==> config.mk <==
export PLATFORM = sky130hd
export DESIGN_NAME = mb_exc_gen
export DESIGN_NICKNAME = d
export VERILOG_FILES = /design/src/rtl/mb_exc_pkg.sv /design/src/rtl/mb_req_screen.sv /design/src/rtl/mb_range_walker.sv /design/src/rtl/mb_exc_tx.sv /design/src/rtl/mb_exc_gen.sv
export SDC_FILE = /design/constraint.sdc
export NUM_CORES = 1
export LEC_CHECK = 0
export ABC_CLOCK_PERIOD_IN_PS = 4150
export BUFFER_PORTS_ARGS = -buffer_cell sky130_fd_sc_hd__buf_2
export CAP_MARGIN = 20
export CORE_MARGIN = 4
export CORE_UTILIZATION = 60
export DETAILED_ROUTE_END_ITERATION = 10
export GPL_TIMING_DRIVEN = 0
export PLACE_DENSITY = 0.93
export SLEW_MARGIN = 20
export SYNTH_ARGS = -nofsm -noshare
export SYNTH_HDL_FRONTEND = slang
export SYNTH_SLANG_ARGS = --single-unit
==> constraint.sdc <==
create_clock -name clk -period 4.15 [get_ports clk]
set_input_delay 0.83 -clock clk [delete_from_list [all_inputs] [get_ports clk]]
set_output_delay 0.83 -clock clk [all_outputs]
set_load 0.05 [all_outputs]
==> src/rtl/mb_exc_pkg.sv <==
package mb_exc_pkg;
  typedef enum logic [1:0] {
    VERD_DROP   = 2'd0,
    VERD_NORMAL = 2'd1,
    VERD_EXCEPT = 2'd2,
    VERD_QUIET  = 2'd3
  } verdict_e;

  localparam logic [7:0]  FN_READ_HOLD   = 8'h03;
  localparam logic [7:0]  FN_WRITE_MULTI = 8'h10;
  localparam logic [7:0]  EXC_BAD_FUNC   = 8'h01;
  localparam logic [7:0]  EXC_BAD_ADDR   = 8'h02;
  localparam logic [7:0]  EXC_BAD_DATA   = 8'h03;
  localparam logic [7:0]  FN_ERR_FLAG    = 8'h80;
  localparam logic [15:0] CRC_SEED       = 16'hFFFF;
  localparam logic [15:0] CRC_POLY       = 16'hA001;

  function automatic logic [15:0] crc16_byte(logic [15:0] c, logic [7:0] b);
    logic [15:0] r;
    r = c ^ {8'h00, b};
    for (int i = 0; i < 8; i++)
      r = r[0] ? ((r >> 1) ^ CRC_POLY) : (r >> 1);
    return r;
  endfunction
endpackage

==> src/rtl/mb_req_screen.sv <==
module mb_req_screen
  import mb_exc_pkg::*;
#(
  parameter logic [7:0] OWN_ADDR   = 8'h11,
  parameter int         CW         = 16,
  parameter int         MAX_RD_CNT = 125,
  parameter int         MAX_WR_CNT = 123,
  parameter int         NERR       = 5
) (
  input  logic [7:0]    slave,
  input  logic [7:0]    func,
  input  logic [CW-1:0] count,
  input  logic [NERR-1:0] link_err,
  output logic          drop,
  output logic          bcast,
  output logic          is_write,
  output logic          early_exc,
  output logic [7:0]    early_code
);
  logic func_ok, cnt_bad;
  logic [CW-1:0] cnt_max;

  always_comb begin
    bcast    = (slave == 8'h00);
    drop     = (|link_err) || (!bcast && slave != OWN_ADDR);
    is_write = (func == FN_WRITE_MULTI);
    func_ok  = (func == FN_READ_HOLD) || is_write;
    cnt_max  = is_write ? CW'(MAX_WR_CNT) : CW'(MAX_RD_CNT);
    cnt_bad  = (count == '0) || (count > cnt_max);
    early_exc  = !func_ok || cnt_bad;
    early_code = !func_ok ? EXC_BAD_FUNC : EXC_BAD_DATA;
  end
endmodule

==> src/rtl/mb_range_walker.sv <==
module mb_range_walker #(
  parameter int AW = 16,
  parameter int CW = 16
) (
  input  logic          clk,
  input  logic          rst_n,
  input  logic          start,
  input  logic [AW-1:0] base,
  input  logic [CW-1:0] count,
  input  logic          is_write,
  output logic [AW-1:0] map_addr,
  input  logic          map_exists,
  input  logic          map_rd_ok,
  input  logic          map_wr_ok,
  output logic          finish,
  output logic          found
);
  logic          active;
  logic [CW-1:0] idx;
  logic          reach, last;

  always_comb begin
    map_addr = base + AW'(idx);
    reach    = map_exists && (is_write ? map_wr_ok : map_rd_ok);
    last     = (idx == count - CW'(1));
    finish   = active && (reach || last);
    found    = active && reach;
  end

  always_ff @(posedge clk or negedge rst_n) begin
    if (!rst_n) begin
      active <= 1'b0;
      idx    <= '0;
    end else if (start) begin
      active <= 1'b1;
      idx    <= '0;
    end else if (finish) begin
      active <= 1'b0;
    end else if (active) begin
      idx    <= idx + CW'(1);
    end
  end
endmodule

==> src/rtl/mb_exc_tx.sv <==
module mb_exc_tx
  import mb_exc_pkg::*;
#(
  parameter int FRAME_LEN = 5
) (
  input  logic       clk,
  input  logic       rst_n,
  input  logic       load,
  input  logic [7:0] slave,
  input  logic [7:0] func,
  input  logic [7:0] code,
  output logic       tx_valid,
  input  logic       tx_ready,
  output logic [7:0] tx_data,
  output logic       last_take
);
  localparam int BIW = $clog2(FRAME_LEN);

  logic           sending;
  logic [BIW-1:0] bi;
  logic [7:0]     b_slv, b_fn, b_code;
  logic [15:0]    crc_r, crc_new;
  logic [7:0]     fn_err;

  always_comb begin
    fn_err  = func | FN_ERR_FLAG;
    crc_new = crc16_byte(crc16_byte(crc16_byte(CRC_SEED, slave), fn_err), code);
    unique case (bi)
      BIW'(0):  tx_data = b_slv;
      BIW'(1):  tx_data = b_fn;
      BIW'(2):  tx_data = b_code;
      BIW'(3):  tx_data = crc_r[7:0];
      default:  tx_data = crc_r[15:8];
    endcase
    tx_valid  = sending;
    last_take = sending && tx_ready && (bi == BIW'(FRAME_LEN - 1));
  end

  always_ff @(posedge clk or negedge rst_n) begin
    if (!rst_n) begin
      sending <= 1'b0;
      bi      <= '0;
      b_slv   <= '0;
      b_fn    <= '0;
      b_code  <= '0;
      crc_r   <= '0;
    end else if (load) begin
      sending <= 1'b1;
      bi      <= '0;
      b_slv   <= slave;
      b_fn    <= fn_err;
      b_code  <= code;
      crc_r   <= crc_new;
    end else if (last_take) begin
      sending <= 1'b0;
      bi      <= '0;
    end else if (sending && tx_ready) begin
      bi      <= bi + BIW'(1);
    end
  end
endmodule

==> src/rtl/mb_exc_gen.sv <==
module mb_exc_gen
  import mb_exc_pkg::*;
#(
  parameter logic [7:0] OWN_ADDR   = 8'h11,
  parameter int         AW         = 16,
  parameter int         CW         = 16,
  parameter int         MAX_RD_CNT = 125,
  parameter int         MAX_WR_CNT = 123,
  parameter int         NERR       = 5
) (
  input  logic            clk,
  input  logic            rst_n,
  input  logic            req_valid,
  input  logic [7:0]      req_slave,
  input  logic [7:0]      req_func,
  input  logic [AW-1:0]   req_start,
  input  logic [CW-1:0]   req_count,
  input  logic [NERR-1:0] link_err,
  output logic [AW-1:0]   map_addr,
  input  logic            map_exists,
  input  logic            map_rd_ok,
  input  logic            map_wr_ok,
  output logic            busy,
  output logic            done,
  output logic [1:0]      verdict,
  output logic [7:0]      exc_code,
  output logic            tx_valid,
  input  logic            tx_ready,
  output logic [7:0]      tx_data
);
  typedef enum logic [2:0] {ST_IDLE, ST_EVAL, ST_WALK, ST_FIN, ST_SEND} state_e;

  state_e          state;
  verdict_e        verd_r;
  logic [7:0]      code_r;
  logic [7:0]      r_slave, r_func;
  logic [AW-1:0]   r_start;
  logic [CW-1:0]   r_count;
  logic [NERR-1:0] r_link;

  logic       s_drop, s_bcast, s_write, s_exc;
  logic [7:0] s_code;
  logic       w_start, w_finish, w_found;
  logic       tx_load, tx_last;

  mb_req_screen #(
    .OWN_ADDR(OWN_ADDR), .CW(CW), .MAX_RD_CNT(MAX_RD_CNT),
    .MAX_WR_CNT(MAX_WR_CNT), .NERR(NERR)
  ) u_screen (
    .slave(r_slave), .func(r_func), .count(r_count), .link_err(r_link),
    .drop(s_drop), .bcast(s_bcast), .is_write(s_write),
    .early_exc(s_exc), .early_code(s_code)
  );

  assign w_start = (state == ST_EVAL) && !s_drop && !s_exc;

  mb_range_walker #(.AW(AW), .CW(CW)) u_walk (
    .clk(clk), .rst_n(rst_n), .start(w_start), .base(r_start),
    .count(r_count), .is_write(s_write), .map_addr(map_addr),
    .map_exists(map_exists), .map_rd_ok(map_rd_ok), .map_wr_ok(map_wr_ok),
    .finish(w_finish), .found(w_found)
  );

  assign tx_load = (state == ST_FIN) && (verd_r == VERD_EXCEPT);

  mb_exc_tx u_tx (
    .clk(clk), .rst_n(rst_n), .load(tx_load), .slave(r_slave),
    .func(r_func), .code(code_r), .tx_valid(tx_valid),
    .tx_ready(tx_ready), .tx_data(tx_data), .last_take(tx_last)
  );

  assign busy     = (state != ST_IDLE);
  assign done     = (state == ST_FIN);
  assign verdict  = verd_r;
  assign exc_code = code_r;

  always_ff @(posedge clk or negedge rst_n) begin
    if (!rst_n) begin
      state   <= ST_IDLE;
      verd_r  <= VERD_DROP;
      code_r  <= '0;
      r_slave <= '0;
      r_func  <= '0;
      r_start <= '0;
      r_count <= '0;
      r_link  <= '0;
    end else begin
      unique case (state)
        ST_IDLE: if (req_valid) begin
          r_slave <= req_slave;
          r_func  <= req_func;
          r_start <= req_start;
          r_count <= req_count;
          r_link  <= link_err;
          state   <= ST_EVAL;
        end
        ST_EVAL: begin
          if (s_drop) begin
            verd_r <= VERD_DROP;
            code_r <= '0;
            state  <= ST_FIN;
          end else if (s_exc) begin
            verd_r <= s_bcast ? VERD_QUIET : VERD_EXCEPT;
            code_r <= s_bcast ? 8'h00 : s_code;
            state  <= ST_FIN;
          end else begin
            state  <= ST_WALK;
          end
        end
        ST_WALK: if (w_finish) begin
          if (s_bcast)      begin verd_r <= VERD_QUIET;  code_r <= '0; end
          else if (w_found) begin verd_r <= VERD_NORMAL; code_r <= '0; end
          else              begin verd_r <= VERD_EXCEPT; code_r <= EXC_BAD_ADDR; end
          state <= ST_FIN;
        end
        ST_FIN:  state <= (verd_r == VERD_EXCEPT) ? ST_SEND : ST_IDLE;
        ST_SEND: if (tx_last) state <= ST_IDLE;
        default: state <= ST_IDLE;
      endcase
    end
  end
endmodule

==> impl_metrics.csv <==
group,metric,value,unit
layout,drive_gt1_share,23.9,%
layout,stdcell_area,0.00803,mm^2
power,power_density,934,mW/mm^2
global_routing,grt_pass1_wl,29500,um
sta,drv_slew,0,
logic_synthesis,avgSynthCellArea,9.78,um^2
placed_design,dp_hpwl,12500,um
logic_synthesis,yosys.area.top_type_share,42.8,%
floorplan,dieArea,0.0130,mm^2
drt,vias,5766,
drt,drt-initial-drc-count,649,
logic_synthesis,synth_edf_count,0,
clocking,postCtsSetupBuffers,0,
placed_design,gp_congestion,0.961,
setup_path,path_cells,"ha_1, inv_1, fa_1, nor2b_1, o21a_1, o21ai_2, a211oi_2, o31ai_2, o21bai_1, a21oi_1, xnor2_1, buf_4",
setup_path,path_class,"reg -> out",
logic_synthesis,yosysTopAreaCell,"dfrtp_1",
placed_design,placed_cells,924,
logic_synthesis,ys_top_cells_by_area,"dfrtp_1 43%, xnor2_1 6.8%, ha_1 6.7%",
logic_synthesis,async_flop_share,100,%
global_routing,grt_usage,29.2,%
logic_synthesis,synth_cell_types,67,
sta,period_minus_slack,4.04,ns
placed_design,port_buffers,90,
setup_path,crit_family,"compound AO/OA/AOI/OAI gates",
sta,max_slew.worst_pin.slew,0.772,ns
clocking,clock_sinks,115,
run_status,status,"completed",
clocking,clk_latency,0.54,ns
drt,drt-pass1-iter-count,6,
setup_path,cp-end-kind,"output pin",
global_routing,antenna_found_initial,0,
clocking,cts_buffer_depth,2,
drt,wl_per_cell,19.1,um
floorplan,design.core.area,0.0109,mm^2
sta,rsz0062_at_grt,"no",
floorplan,die_w,114,um
sta,setup_ws,0.106,ns
logic_synthesis,netlist_area,0.00673,mm^2
clocking,cts_max_level,4,
floorplan,num_io_pins,97,
floorplan,initial_core_util,61.8,%
setup_path,cp_max_fo,5,
clocking,cts_tree,"yes",
logic_synthesis,synth-seq-cells,115,
logic_synthesis,synthCells,688,
layout,register_area,0.00288,mm^2
global_routing,grt_max_degree,79,
sta,fin_hold_ws,0.187,ns
sta,slew-limit-headroom,48.6,%
floorplan,die_y,114,um
drt,route.detailed.drc,0,
drt,drt-total-wl,18300,um
logic_synthesis,synth.most_common_cell,"dfrtp_1",
layout,nNetsFinal,900,
layout,postLayoutCoreUtil,73.8,%
clocking,clk_pin_slew_worst_paths,0.06,ns
floorplan,rows,38,
drt,viasPerCell,6.04,
sta,hold_viol_final,0,
setup_path,crit_buf_inv,2,
setup_path,required,3.32,ns
global_routing,grt_pass1_vias,5919,
sta,period_share,97.4,%
setup_path,worst_setup_path_start_kind,"flop",
setup_path,critPathMaxStageDelay,0.43,ns
setup_path,cp.arrival,3.21,ns
layout,fin_cells,955,
power,vdd_drop_max,987,uV
power,power,7.51,mW
setup_path,cpMaxStageDelayCell,"dfrtp_2",
placed_design,dpl_cell_area,0.00740,mm^2
logic_synthesis,ys.flop_type,"dfrtp_1",
sta,clock.fmax,247,MHz
global_routing,overflow,0,
logic_synthesis,yosysWarningCount,0,
sta,setup-violations-final,0,
layout,multi_input_comb_area,0.00357,mm^2
clocking,root_buffer,"clkbuf_8",
clocking,cts-buffers-inserted,17,
drt,ant_nets,0,
hold_path,hold_class,"in -> async",
logic_synthesis,netlist_top_cells_count,"115 x dfrtp_1, 92 x nand2_1, 52 x xnor2_1, 49 x o21ai_0, 43 x nor2_1",
layout,n_antenna_cell,0,
placed_design,place_ws,0.313,ns
logic_synthesis,ys_seq_area_share,42.8,%
layout,area_delta_synth_final,19.4,%
sta,setup_tns,0,ns
power,leakage,3.71,nW
sta,finalClockSkew,0.0119,ns
layout,fillers,721,
run,cap_violations,0,
power by group:
part | switching [mW] | total, mW | leakage (nW) | internal [mW]
Clock | 0.523 | 1.52 | 0.298 | 1.00
Sequential | 0.435 | 2.02 | 1.42 | 1.58
Combinational | 2.54 | 3.97 | 1.99 | 1.43
Total | 3.50 | 7.51 | 3.71 | 4.01
cells in the final DEF, fill, tap and decap left out, types with 34 or more instances in the layout:
master,synthesis,routed
a21oi_1,34,34
buf_2,3,91
dfrtp_1,115,114
ha_1,36,36
inv_1,34,34
mux2_2,38,38
nand2_1,92,92
nor2_1,43,43
o21ai_0,49,48
xnor2_1,52,52
worst register-to-register path, stage by stage, from the launching register on:
cell       delay, ns
dfrtp_1         0.47
inv_1           0.14
ha_1            0.19
nor3b_2         0.43
a31oi_1         0.22
a2111oi_1       0.58
and4_1          0.27
buf_6           0.17
nor2_4          0.09
o2111ai_1       0.24
mux2_2          0.37
metal layers:
metal	wire length, um	global-route usage [%]	vias to the layer above
met5	0	0	-
met4	603	13.5	0
met3	1530	7.53	65
met2	9080	48.6	313
met1	7070	35.7	2771
li1	-	-	2617
registers in the layout (all words and copies together) (netlist names):
name           count
exc_code           2
u_tx.bi            3
u_tx.crc_r        16
r_start           16
state              3
r_func             8
u_tx.b_fn          8
u_tx.b_code        2
u_tx.tx_valid      1
u_tx.b_slv         8
r_link             5
u_walk.active      1
r_slave            8
r_count           16
verdict            2
u_walk.idx        16
cell type report:
| type | count | area share [%] |
|---|---|---|
| multi-input combinational | 509 | 44.5 |
| inverter | 34 | 1.59 |
| clock inverter | 10 | 1.95 |
| buffer | 35 | 2.34 |
| sequential | 115 | 35.8 |
| tap | 140 | 2.18 |
| clock buffer | 21 | 5.59 |
| timing repair buffer | 91 | 6.06 |
kinds of logic after synthesis:
logic type | after synthesis | synth area share (%)
xor+xnor | 73 | 9.51
other cells | 1 | 0.0558
compound gates | 127 | 12.1
buf+inv | 69 | 4.69
simple gates | 225 | 17.1
flops | 115 | 42.8
mux | 41 | 6.81
fa+ha+maj | 37 | 6.99
worst paths after layout:
path                       slack (ns)              to          start  cells after the start
hold reg to reg                  0.48    u_tx.b_fn[3]   u_tx.b_fn[3]                      2
min in group clk                 0.48    u_tx.b_fn[3]   u_tx.b_fn[3]                      2
setup reg to reg                 0.87  u_walk.idx[15]     r_count[0]                     10
max in group asynchronous        3.28       r_func[7]          rst_n                      2
hold / removal                   0.19     r_start[11]          rst_n                      1
setup / recovery                 0.11    map_addr[14]  u_walk.idx[0]                     12
repair_timing:
item / CTS / global route
hold buffers: 0 / 0
gates resized for setup: 4 / 3
endpoints found under the setup margin: 1 / 2
pin swaps: 0 / 0
No activity file was read; power rests on OpenSTA's default activity.
